## config.mk

```make
export PLATFORM = sky130hd
export DESIGN_NAME = route_stage
export DESIGN_NICKNAME = d
export VERILOG_FILES = /design/src/rtl/rt_pkg.sv /design/src/rtl/rt_table.sv /design/src/rtl/rt_decide.sv /design/src/rtl/rt_slot.sv /design/src/rtl/route_stage.sv
export SDC_FILE = /design/constraint.sdc
export NUM_CORES = 1
export LEC_CHECK = 0
export ABC_AREA = 1
export ABC_CLOCK_PERIOD_IN_PS = 3490
export BUFFER_PORTS_ARGS = -buffer_cell sky130_fd_sc_hd__buf_4
export CAP_MARGIN = 0
export CORE_AREA = 2 2 185 187
export CTS_CLUSTER_DIAMETER = 60
export DETAILED_ROUTE_END_ITERATION = 12
export DIE_AREA = 0 0 187 189
export HOLD_SLACK_MARGIN = 0.02
export PLACE_DENSITY = 0.68
export SYNTH_ARGS = -nofsm -noshare
export SYNTH_HDL_FRONTEND = slang
export SYNTH_SLANG_ARGS = --single-unit
```

## constraint.sdc

```tcl
create_clock -name clk -period 3.49 [get_ports clk]
set_input_delay 0.1745 -clock clk [delete_from_list [all_inputs] [get_ports clk]]
set_output_delay 0.1745 -clock clk [all_outputs]
set_load 0.02 [all_outputs]
```

## src/rtl/rt_pkg.sv

```systemverilog
package rt_pkg;
    typedef enum logic [1:0] {
        ROUTE_LOCAL = 2'd0,
        ROUTE_LINK  = 2'd1,
        ROUTE_DROP  = 2'd2
    } route_kind_e;
endpackage

```

## src/rtl/rt_table.sv

```systemverilog
module rt_table #(
    parameter int DST_W     = 5,
    parameter int NUM_LINKS = 4,
    parameter int PORT_W    = 2
) (
    input  logic              clk,
    input  logic              rst_n,
    input  logic              wr_en,
    input  logic [DST_W-1:0]  wr_addr,
    input  logic [PORT_W-1:0] wr_primary,
    input  logic [PORT_W-1:0] wr_alternate,
    input  logic              wr_local,
    input  logic [DST_W-1:0]  rd_addr,
    output logic [PORT_W-1:0] rd_primary,
    output logic [PORT_W-1:0] rd_alternate,
    output logic              rd_local
);
    localparam int DEPTH = 1 << DST_W;

    typedef struct packed {
        logic              is_local;
        logic [PORT_W-1:0] primary;
        logic [PORT_W-1:0] alternate;
    } entry_t;

    entry_t ent_d [DEPTH];
    entry_t ent_q [DEPTH];

    // Read sees the registered contents, so a write lands after the current lookup.
    assign rd_primary   = ent_q[rd_addr].primary;
    assign rd_alternate = ent_q[rd_addr].alternate;
    assign rd_local     = ent_q[rd_addr].is_local;

    always_comb begin
        for (int i = 0; i < DEPTH; i++) begin
            ent_d[i] = ent_q[i];
        end
        if (wr_en) begin
            ent_d[wr_addr].is_local  = wr_local;
            ent_d[wr_addr].primary   = wr_primary;
            ent_d[wr_addr].alternate = wr_alternate;
        end
    end

    always_ff @(posedge clk) begin
        if (!rst_n) begin
            for (int i = 0; i < DEPTH; i++) begin
                ent_q[i].is_local  <= 1'b0;
                ent_q[i].primary   <= PORT_W'(i % NUM_LINKS);
                ent_q[i].alternate <= PORT_W'((i + 1) % NUM_LINKS);
            end
        end else begin
            for (int i = 0; i < DEPTH; i++) begin
                ent_q[i] <= ent_d[i];
            end
        end
    end
endmodule

```

## src/rtl/rt_decide.sv

```systemverilog
module rt_decide
    import rt_pkg::*;
#(
    parameter int NUM_LINKS = 4,
    parameter int PORT_W    = 2
) (
    input  logic                 is_local,
    input  logic [PORT_W-1:0]    primary,
    input  logic [PORT_W-1:0]    alternate,
    input  logic [NUM_LINKS-1:0] link_down,
    output route_kind_e          kind,
    output logic [PORT_W-1:0]    port
);
    always_comb begin
        kind = ROUTE_DROP;
        port = primary;
        if (is_local) begin
            kind = ROUTE_LOCAL;
        end else if (!link_down[primary]) begin
            kind = ROUTE_LINK;
        end else if (!link_down[alternate]) begin
            kind = ROUTE_LINK;
            port = alternate;
        end
    end
endmodule

```

## src/rtl/rt_slot.sv

```systemverilog
module rt_slot #(
    parameter int PORT_W = 2,
    parameter int UNIT_W = 72
) (
    input  logic              clk,
    input  logic              rst_n,
    input  logic              load,
    input  logic              load_local,
    input  logic [PORT_W-1:0] load_port,
    input  logic [UNIT_W-1:0] load_unit,
    input  logic              drain,
    output logic              out_valid,
    output logic              out_local,
    output logic [PORT_W-1:0] out_port,
    output logic [UNIT_W-1:0] out_unit
);
    typedef struct packed {
        logic              valid;
        logic              is_local;
        logic [PORT_W-1:0] port;
        logic [UNIT_W-1:0] unit;
    } slot_t;

    slot_t st_d, st_q;

    always_comb begin
        st_d = st_q;
        if (drain) begin
            st_d.valid = 1'b0;
        end
        if (load) begin
            st_d.valid    = 1'b1;
            st_d.is_local = load_local;
            st_d.port     = load_port;
            st_d.unit     = load_unit;
        end
    end

    always_ff @(posedge clk) begin
        if (!rst_n) begin
            st_q <= '0;
        end else begin
            st_q <= st_d;
        end
    end

    assign out_valid = st_q.valid;
    assign out_local = st_q.is_local;
    assign out_port  = st_q.port;
    assign out_unit  = st_q.unit;
endmodule

```

## src/rtl/route_stage.sv

```systemverilog
module route_stage
    import rt_pkg::*;
#(
    parameter int NUM_LINKS = 4,
    parameter int DST_W     = 5,
    parameter int TYPE_W    = 3,
    parameter int PAY_W     = 64,
    parameter int CNT_W     = 16,
    localparam int HDR_W    = DST_W + TYPE_W,
    localparam int UNIT_W   = HDR_W + PAY_W,
    localparam int PORT_W   = (NUM_LINKS > 1) ? $clog2(NUM_LINKS) : 1
) (
    input  logic                        clk,
    input  logic                        rst_n,
    input  logic                        in_valid,
    output logic                        in_ready,
    input  logic [UNIT_W-1:0]           in_unit,
    output logic                        loc_valid,
    input  logic                        loc_ready,
    output logic [UNIT_W-1:0]           loc_unit,
    output logic [NUM_LINKS-1:0]        lnk_valid,
    input  logic [NUM_LINKS-1:0]        lnk_ready,
    output logic [NUM_LINKS*UNIT_W-1:0] lnk_unit,
    input  logic [NUM_LINKS-1:0]        link_down,
    input  logic                        tbl_we,
    input  logic [DST_W-1:0]            tbl_addr,
    input  logic [PORT_W-1:0]           tbl_primary,
    input  logic [PORT_W-1:0]           tbl_alternate,
    input  logic                        tbl_local,
    output logic [CNT_W-1:0]            drop_count
);
    logic [DST_W-1:0]  dest_id;
    logic [PORT_W-1:0] ent_primary, ent_alternate, route_port;
    logic              ent_local;
    route_kind_e       route_kind;

    logic              slot_valid, slot_local, slot_fire;
    logic [PORT_W-1:0] slot_port;
    logic [UNIT_W-1:0] slot_unit;
    logic              accept, load, drop;

    typedef struct packed {
        logic [CNT_W-1:0] drops;
    } cnt_t;
    cnt_t cnt_d, cnt_q;

    assign dest_id = in_unit[UNIT_W-1 -: DST_W];

    rt_table #(.DST_W(DST_W), .NUM_LINKS(NUM_LINKS), .PORT_W(PORT_W)) u_table (
        .clk          (clk),
        .rst_n        (rst_n),
        .wr_en        (tbl_we),
        .wr_addr      (tbl_addr),
        .wr_primary   (tbl_primary),
        .wr_alternate (tbl_alternate),
        .wr_local     (tbl_local),
        .rd_addr      (dest_id),
        .rd_primary   (ent_primary),
        .rd_alternate (ent_alternate),
        .rd_local     (ent_local)
    );

    rt_decide #(.NUM_LINKS(NUM_LINKS), .PORT_W(PORT_W)) u_decide (
        .is_local  (ent_local),
        .primary   (ent_primary),
        .alternate (ent_alternate),
        .link_down (link_down),
        .kind      (route_kind),
        .port      (route_port)
    );

    assign slot_fire = slot_valid && (slot_local ? loc_ready : lnk_ready[slot_port]);
    assign in_ready  = !slot_valid || slot_fire;
    assign accept    = in_valid && in_ready;
    assign load      = accept && (route_kind != ROUTE_DROP);
    assign drop      = accept && (route_kind == ROUTE_DROP);

    rt_slot #(.PORT_W(PORT_W), .UNIT_W(UNIT_W)) u_slot (
        .clk        (clk),
        .rst_n      (rst_n),
        .load       (load),
        .load_local (route_kind == ROUTE_LOCAL),
        .load_port  (route_port),
        .load_unit  (in_unit),
        .drain      (slot_fire),
        .out_valid  (slot_valid),
        .out_local  (slot_local),
        .out_port   (slot_port),
        .out_unit   (slot_unit)
    );

    assign loc_valid = slot_valid && slot_local;
    assign loc_unit  = slot_unit;

    for (genvar g = 0; g < NUM_LINKS; g++) begin : g_lane
        assign lnk_valid[g]                   = slot_valid && !slot_local && (slot_port == PORT_W'(g));
        assign lnk_unit[g*UNIT_W +: UNIT_W]   = slot_unit;
    end

    always_comb begin
        cnt_d = cnt_q;
        if (drop && !(&cnt_q.drops)) begin
            cnt_d.drops = cnt_q.drops + 1'b1;
        end
    end

    always_ff @(posedge clk) begin
        if (!rst_n) begin
            cnt_q <= '0;
        end else begin
            cnt_q <= cnt_d;
        end
    end

    assign drop_count = cnt_q.drops;
endmodule

```

* Word-level counts from Yosys, hierarchy flattened *
Memories as Yosys holds them, arrays and structs flattened.
Cells that the tools add are included.

word-level totals
  register bits after elaboration = 92
  bits in latches = 0
  RAM bits = 160
  memory bits (read-only) = 0
  bits of input ports = 95
  output and inout port bits = 382
  memories = 1

cells by class
  add/sub/neg operators = 1
  multiply operators = 0
  div/mod/pow operators = 0
  magnitude comparators = 5
  equal/unequal tests = 5
  shift-type cells = 0
  multiplexer cells = 59
  bitwise logic cells = 33
  reduce and logical (&&, ||, !) cells = 20

memories
  name           words  bits a word  rd ports  clocked after memory_dff  wr ports  line            text
  u_table.ent_q  32     5            33        0                         32        rt_table.sv:27  entry_t ent_q [DEPTH];

operators with widths
  operator                 count
  $bwmux W160              3
  $mux W5                  33
  $mux W160                1
  $mux W76                 1
  $demux W5 S5             3
  $or A1 B1 Y1             32
  $add A16 B1 Y16 const B  1
  $reduce_and A16 Y1       1
  $mux W2                  7
  $logic_and A1 B1 Y1      12
  $lt A2 B3 Y1 const B     3
  $mux W1                  7
  $bmux W1 S2              3
  $eq A2 B2 Y1 const B     3
  $ge A6 B6 Y1 const B     1
  $lt A6 B1 Y1 const B     1
  $not A5 Y6               1
  $logic_not A2 Y1         2
  $mux W4                  1
  $logic_not A1 Y1         3
  $eq A2 B1 Y1 const B     1
  $ne A2 B2 Y1 const B     1
  $reduce_bool A2 Y1       1
  $logic_or A1 B1 Y1       1

* Depth between registers and ports, before layout *
Gate-level depths: netlist (run 1).

  depth after elaboration = 10
  mapped depth = 19
  depth with buffers taken out = 17

* Hierarchy *
A second synthesis (run 1) with hierarchy kept.

unflattened totals
  cells, all modules = 1,826
  area, all modules = 13,845.8 um2

modules (own cells, without submodules)
  module       times used  cells each  area each (um2)  seq. area each (um2)
  rt_table     1           993         7,812.5          4,013.8
  route_stage  1           471         3,244.4          320.3
  rt_slot      1           330         2,632.5          1,521.5
  rt_decide    1           32          156.4            0.0

* Least setup slack after synthesis (run 1) *
Ideal clock, no wire load.

  kind = input -> register
  from = in rst_n
  to = mem u_table.ent_q[10][0] (netlist name) (enable)
  arrival = 2,278 ps
  required time = 2,723 ps
  setup slack = 445 ps
  cell stages on the path = 4
  cell sequence = clkbuf_1 > clkbuf_1 > clkbuf_1 > nand2_1

RTL lines
  what                line               text
  start: declaration  route_stage.sv:14  input logic rst_n,
  end: declaration    rt_table.sv:27

* Worst setup path after layout (run 1) *
  from = in in_unit[69]
  to = reg u_slot.st_q, in the netlist u_slot.out_unit[27]

between the ends
  cells in the longest elaborated chain, start to end = 8

RTL lines
  what                           line               text
  start: declaration             route_stage.sv:17  input logic [UNIT_W-1:0] in_unit,
  $mem_v2 Z32 W5 (*)             n/a
  $bmux W1 S2                    rt_decide.sv:21    end else if (!link_down[alternate]) begin
  $mux W1 (implied by the code)  rt_decide.sv:21
  $mux W2                        rt_decide.sv:21
  $mux W2                        rt_decide.sv:19    end else if (!link_down[primary]) begin
  $mux W2 (*)                    rt_decide.sv:17    if (is_local) begin
  $ne A2 B2 Y1 (*)               route_stage.sv:75  assign load = accept && (route_kind != ROUTE_DROP);
  $logic_and A1 B1 Y1 (*)        route_stage.sv:75
  end signal: assignment         rt_slot.sv:43      st_q <= st_d;
  end: declaration               rt_slot.sv:24      slot_t st_d, st_q;

Mark *: on every way between the ends. The rest lies on a longest branch, timed or not. The select of a mux whose other input is x is not followed.
A chain may end at the register's enable or synchronous reset.

==> results of run 1 <==
[worst max-delay path: stages]
cell and delay, ns:
buf_4 0.22, inv_1 0.66, nand3_1 0.18, nand2_1 0.14, nand2_1 0.07, nand3_2 0.13, nand2_2 0.09, nand2_1 0.09
nand3_1 0.08, nand2_2 0.10, nand3_2 0.11, nand2_4 0.38, inv_2 0.09, buf_12 0.22, nor2_1 0.16, nor2_1 0.08
[synth_stat cells, drive strengths merged]
| library cell | n | share of area (%) |
|---|---|---|
| a311oi | 1 | 0.063 |
| o221ai | 4 | 0.25 |
| o22ai | 3 | 0.14 |
| clkbuf | 48 | 1.3 |
| nor3 | 11 | 0.40 |
| and2 | 2 | 0.090 |
| nor4 | 2 | 0.090 |
| ha | 1 | 0.090 |
| a21oi | 111 | 4.0 |
| nand4 | 19 | 0.86 |
| buf | 333 | 18 |
| o21ai | 186 | 6.7 |
| nand3 | 131 | 4.9 |
| dfxtp | 171 | 25 |
| xnor2 | 5 | 0.32 |
| nand2 | 303 | 8.3 |
| xor2 | 9 | 0.57 |
| o211ai | 61 | 3.3 |
| nor3b | 1 | 0.054 |
| nor2 | 219 | 6.0 |
| clkinv | 2 | 0.054 |
| edfxtp | 81 | 18 |
| inv | 82 | 2.2 |
[layout make-up]
| type | count | area share [%] |
|---|---|---|
| inverters | 84 | 1.83 |
| diodes | 1 | 0.0145 |
| clock buffers | 45 | 5.21 |
| repair buffers | 567 | 25.9 |
| flip-flops and latches | 252 | 33.9 |
| clock inverters | 11 | 0.704 |
| well taps | 448 | 3.25 |
| multi-input cells | 1069 | 29.1 |
[worst max-delay path by stage]
stage	cells after the start	end	slack, ns
floorplan	4	u_table.ent_q[10][0]	0.44
finish	16	u_slot.out_unit[27]	0.87
global placement	16	u_slot.out_unit[29]	0.49
detailed placement	16	u_slot.out_unit[39]	0.47
CTS	17	u_slot.out_unit[27]	0.92
global route	17	u_slot.out_unit[27]	0.66
[metal layers]
metal / share of wire [%] / global-route usage [%] / wire length (um) / vias to the layer above
met4: 3.2 / 9.62 / 1660 / 4
met5: 0.33 / 3.16 / 171 / -
li1: - / - / - / 6109
met2: 43 / 41.6 / 22700 / 714
met3: 12 / 10.6 / 6310 / 107
met1: 41 / 37.6 / 21700 / 6191
[through the flow]
stage | power, W | util (%)
6_report | 0.00935 | 51.8
4_1_cts | 0.00935 | 51.8
3_5_place_dp | 0.00609 | 46.6
2_1_floorplan | 0.00533 | -
3_3_place_gp | 0.00607 | 46.6
5_1_grt | 0.00967 | 51.8
[state kept, by name, indices dropped and copies added, names as in the netlist]
register          flops
u_table.ent_q       160
u_slot.out_unit      72
drop_count           16
u_slot.out_port       2
u_slot.out_local      1
u_slot.out_valid      1
[cells by family (layout without fill, tap and decap cells)]
| family | Yosys count | in the layout | synth area share [%] |
|---|---|---|---|
| compound gates | 366 | 366 | 14.5 |
| other cells | 0 | 1 | 0 |
| simple gates | 688 | 688 | 20.7 |
| xor+xnor | 14 | 14 | 0.885 |
| flops | 252 | 252 | 42.2 |
| buf+inv | 465 | 707 | 21.6 |
| fa+ha+maj | 1 | 1 | 0.0902 |
[power by group through the flow]
stage	logic (W)	registers, W	clock network, W
floorplan	0.00176	0.00357	0
global placement	0.00240	0.00368	0
detailed placement	0.00241	0.00368	0
CTS	0.00248	0.00362	0.00325
global route	0.00265	0.00365	0.00337
finish	0.00250	0.00364	0.00321
[repair_timing]
action / in CTS / in global routing
hold buffers: 70 / 0
setup buffers: 0 / 0
endpoints found under the hold margin: 74 / 0
==> flow_metrics.tcl, run 1 <==
set metrics [dict create \
    area_growth_pct 24.4 \
    core_area_mm2 0.0333 \
    final_common_cell "buf_4" \
    fillerInstances 3060 \
    dp_cells 2350 \
    pwr_density_cell_mw_per_mm2 542 \
    drive_gt1_share_pct 27.8 \
    cts.reportedPaths.clkPinSlew_ns 0.06 \
    dpl_cell_area_mm2 0.0155 \
    track_usage_pct 28.2 \
    cts_made_buffers 31 \
    worstMarginPinSlew_ns 1.09 \
    holdWs_ns 0.0418 \
    r2r_end "u_slot.out_unit[27]" \
    dr.first_iter.drc_count 1153 \
    vias_per_cell 5.30 \
    min_period_ns 2.62 \
    pwr-share-clk_pct 34.4 \
    multi_input_area_mm2 0.00502 \
    pre_cts_ws_ns 0.467 \
    gr-total-overflow 0 \
    grt_pass1_vias 12148 \
    ant_nets 0 \
    clock_tree.buffer_depth 3 \
    slew_viol_final 0 \
    cp.required_ns 3.92 \
    min_path_cells 2 \
    r2r_start "u_table.ent_q[1][2]" \
    detailed_place_hpwl_um 36600 \
    hold_violations 0 \
    fin_crit_sh_pct 75.0 \
    fin_skew_ns 0.0372 \
    dieArea_mm2 0.0353 \
    num_vias 13125 \
    start_kind "primary input" \
    clock_latency_ns 0.57 \
    max_freq_mhz 382 \
    ys_seq_area_share_pct 42.2 \
    synth_warnings 0 \
    drtPass1Iterations 5 \
    netlist_instances 1786 \
    chipHeight_um 189 \
    syn_avg_cell_area_um2 7.76 \
    syn_nets 1882 \
    status "complete, no violations" \
    cts_resized 0 \
    worstHoldStart "rst_n" \
    worstSetupPathType "in -> reg" \
    gp_congestion 1.01 \
    start_util_pct 41.7 \
    dieWidth_um 187 \
    route.detailed.drc 0 \
    setup-violations-final 0 \
    hp-class "in -> reg" \
    syn_area_mm2 0.0139 \
    cp-end-kind "register" \
    root_buffer "clkbuf_16" \
    combPwrFrac_pct 26.7 \
    finalSetupTns_ns 0 \
    h-tree-depth 1 \
    reg2reg_slack_ns 0.89 \
    min_to "u_table.ent_q[11][3]" \
    path_max_fanout 72 \
    cp.arrival_ns 3.05 \
    synth-seq-cells 252 \
    antenna_found_initial 5 \
    wirelength_um 52600 \
    critPathLaunch "in_unit[69]" \
    p_leak_nw 7.98 \
    final_cell_mix "buf_4 (493), nand2_1 (298), nor2_1 (218), dfxtp_1 (171), o21ai_0 (168)" \
    fp-row-count 67 \
    grt_max_degree 123 \
    grt_pass1_wl_um 75900 \
    finalWorstSetupSlack_ns 0.872 \
    finalInstanceArea_mm2 0.0172 \
    seqPwrFrac_pct 38.9 \
    maxSlewHeadroom_pct 27.1 \
    cts_sinks 252 \
    cts_tree "done" \
    port_buffers 476 \
    wl_per_cell_um 21.2 \
    num_io_pins 477 \
    finalNonFillerCells 2477 \
    ir_drop_v 0.000442 \
    rsz0062_at_grt "no" \
    synth.distinct_cells 34 \
    fin_nets 2101 \
    p_sw_w 0.00324 \
    drv_cap 0 \
    p_int_w 0.00612 \
    reg2reg_depth 16 \
    final-seq-area_mm2 0.00586 \
    switching_share_pct 34.6 \
]
(Power assumes the default switching activity.)
==> inputs of run 2 (changes only) <==
--- a/config.mk
+++ b/config.mk
@@ -5,14 +5,14 @@
 export SDC_FILE = /design/constraint.sdc
 export NUM_CORES = 1
 export LEC_CHECK = 0
-export ABC_AREA = 1
-export ABC_CLOCK_PERIOD_IN_PS = 3490
+export ABC_AREA = 0
+export ABC_CLOCK_PERIOD_IN_PS = 2600
 export BUFFER_PORTS_ARGS = -buffer_cell sky130_fd_sc_hd__buf_4
 export CAP_MARGIN = 0
-export CORE_AREA = 2 2 185 187
+export CORE_AREA = 2 2 186 188
 export CTS_CLUSTER_DIAMETER = 60
 export DETAILED_ROUTE_END_ITERATION = 12
-export DIE_AREA = 0 0 187 189
+export DIE_AREA = 0 0 188 190
 export HOLD_SLACK_MARGIN = 0.02
 export PLACE_DENSITY = 0.68
 export SYNTH_ARGS = -nofsm -noshare
==> constraint.sdc (replaced) <==
create_clock -name clk -period 2.6 [get_ports clk]
set_input_delay 0.13 -clock clk [delete_from_list [all_inputs] [get_ports clk]]
set_output_delay 0.13 -clock clk [all_outputs]
set_load 0.02 [all_outputs]
==> run 2 against run 1 <==
Net effect:
- global-route usage is 3.1 points lower
- first-iteration DRC count shrank 26%
- area after synthesis increased by 0.29%
- the flow now finishes with violations (negative setup slack)
- highest routed layer unchanged
- power up 31%
- largest cell class unchanged
==> flow_metrics.tcl, run 2 <==
set metrics [dict create \
    fp-row-count 68 \
    dr.first_iter.drc_count 858 \
    ys_seq_area_share_pct 42.1 \
    detailed_place_hpwl_um 34500 \
    drtPass1Iterations 5 \
    worstMarginPinSlew_ns 0.768 \
    min_path_cells 3 \
    hold_violations 0 \
    num_vias 11592 \
    clock_latency_ns 0.56 \
    maxSlewHeadroom_pct 48.6 \
    finalWorstSetupSlack_ns -0.552 \
    num_antenna_cells 0 \
    p_int_w 0.00845 \
    finalInstanceArea_mm2 0.0189 \
    synth_largest_area_cell "dfxtp_1" \
    violations "negative setup slack" \
    slew_viol_final 0 \
    drive_gt1_share_pct 40.2 \
    use_met2_pct 38.2 \
    yosys_most_used_dff "dfxtp_1" \
    grt_pass1_wl_um 68700 \
    cts_tree "done" \
    max_freq_mhz 317 \
    start_kind "register" \
    fillerInstances 2844 \
    fin_nets 1895 \
    cp.arrival_ns 3.63 \
    ant_nets 0 \
    final_cell_mix "buf_4 (584), mux2i_1 (241), dfxtp_1 (171), nor2_1 (167), nand2_1 (130)" \
    dieWidth_um 188 \
    syn_nets 1555 \
    synth-seq-cells 252 \
    chipHeight_um 190 \
    synth-async-reset-ratio_pct 0 \
    synth_warnings 0 \
    drv_cap 0 \
    yosys-top-cells-count "buf_4 (294), mux2i_1 (247), dfxtp_1 (171), nor2_1 (168), nand2_1 (130)" \
    combPwrFrac_pct 27.1 \
    route.detailed.drc 0 \
    top_usage_layer "met2" \
    synth.distinct_cells 52 \
    largest_register_ffs 160 \
    min_period_ns 3.15 \
    p_leak_nw 8.31 \
    grt_util_met3_pct 7.88 \
    root_buffer "clkbuf_16" \
    h-tree-depth 1 \
    rsz0062_at_grt "yes" \
    track_usage_pct 25.1 \
    pwr_density_cell_mw_per_mm2 651 \
    utilization_pct 55.6 \
    multi_input_area_mm2 0.00567 \
    grt_max_degree 65 \
    seqPwrFrac_pct 37.9 \
    synth-edff-count 81 \
    start_util_pct 41.0 \
    synth_top_area_share_pct 24.6 \
    ir_drop_v 0.000507 \
    hp-class "in -> reg" \
    pwr-share-clk_pct 35.0 \
    vias_per_cell 5.09 \
    top_register "u_table.ent_q" \
    core_area_mm2 0.0339 \
    setup-violations-final 92 \
    gp_congestion 0.888 \
    antenna_found_initial 2 \
    path_max_fanout 6 \
    cts_made_buffers 30 \
    switching_share_pct 31.2 \
    dieArea_mm2 0.0357 \
    cts.reportedPaths.clkPinSlew_ns 0.06 \
    clock_tree.buffer_depth 3 \
    reg2reg_depth 10 \
    p_sw_w 0.00383 \
    port_buffers 476 \
    fin_skew_ns 0.0197 \
    status "complete, but fails checks" \
    area_growth_pct 35.8 \
    gr-total-overflow 0 \
    netlist_instances 1459 \
    final-seq-area_mm2 0.00586 \
    met1_usage_pct 34.2 \
    dpl_cell_area_mm2 0.0165 \
    grt_pass1_vias 11061 \
    final_common_cell "buf_4" \
    cp.required_ns 3.08 \
    synth_area_leaders "dfxtp_1 (25%), mux2i_1 (18%), edfxtp_1 (17%)" \
    syn_area_mm2 0.0139 \
    syn_avg_cell_area_um2 9.53 \
    worstSetupPathType "reg -> reg" \
    num_io_pins 477 \
    wirelength_um 47700 \
    fin_crit_sh_pct 121 \
    cts_sinks 252 \
    synth_most_common_cell "buf_4" \
    cp-end-kind "register" \
    wl_per_cell_um 20.9 \
]
## run 2: layout make-up
type,instances,area share (%)
inverters,9,0.232
multi-input cells,818,30.0
well taps,455,3.02
clock inverters,12,0.656
flip-flops and latches,252,31.0
repair buffers,688,30.2
clock buffers,44,4.81
## run 2: cells by family after synthesis
| logic type | count (synthesis) | synth area share [%] |
|---|---|---|
| buf+inv | 389 | 18.8 |
| flops | 252 | 42.1 |
| mux | 259 | 19.7 |
| fa+ha+maj | 1 | 0.0900 |
| xor+xnor | 1 | 0.0630 |
| compound gates | 114 | 5.21 |
| simple gates | 443 | 14.1 |
## run 2: path summary, 6_finish.rpt
kind,start,end,slack (ns)
max,u_table.ent_q[12][4],drop_count[11],-0.55
max reg2reg,u_table.ent_q[12][4],drop_count[11],-0.55
min reg2reg,u_table.ent_q[16][1],u_table.ent_q[16][1],0.46
min,tbl_alternate[0],u_table.ent_q[16][0],0.07
## run 2: repair_timing
item,in CTS,in global routing
buffers inserted,10,5
pin swaps,9,37
cloned,8,0
hold buffers,71,0
setup endpoints to repair,92,92
endpoints found under the hold margin,71,0
gates resized for setup,36,51
## run 2: routing by layer
layer,vias to the layer above,share of wire (%),routed length [um]
met4,4,2.6,1250
met5,-,0.057,27
met2,459,45,21300
met3,69,8.7,4170
met1,5645,44,20900
li1,5415,-,-
## run 2: power by group through the flow
stage | clock (W) | combinational [W] | sequential (W)
2_1_floorplan | 0 | 0.00200 | 0.00468
3_3_place_gp | 0 | 0.00291 | 0.00470
3_5_place_dp | 0 | 0.00294 | 0.00471
4_1_cts | 0.00437 | 0.00326 | 0.00463
5_1_grt | 0.00453 | 0.00348 | 0.00466
6_report | 0.00429 | 0.00333 | 0.00465
## run 2: per-stage QoR
step / power, W / hold slack [ns] / TNS, ns / setup WS, ns / instances
after global placement: 0.00762 / 0.362 / -30.42 / -0.494 / 2129
after floorplan: 0.00668 / 0.277 / -0.404 / -0.125 / 1459
after detailed placement: 0.00765 / 0.370 / -35.16 / -0.558 / 2129
after global routing: 0.0127 / 0.0751 / -47.74 / -0.649 / 2278
after CTS: 0.0123 / 0.0457 / -33.10 / -0.469 / 2273
final: 0.0123 / 0.0711 / -37.23 / -0.552 / 2278
## run 2: worst max-delay path, stage by stage, from the launching register on
cell,delay (ns)
edfxtp_1,0.40
mux4_2,0.48
mux4_2,0.54
mux2i_4,0.27
o21ai_2,0.10
o22ai_2,0.22
nand4_1,0.15
buf_6,0.17
buf_12,0.12
or4_4,0.48
a21oi_2,0.13
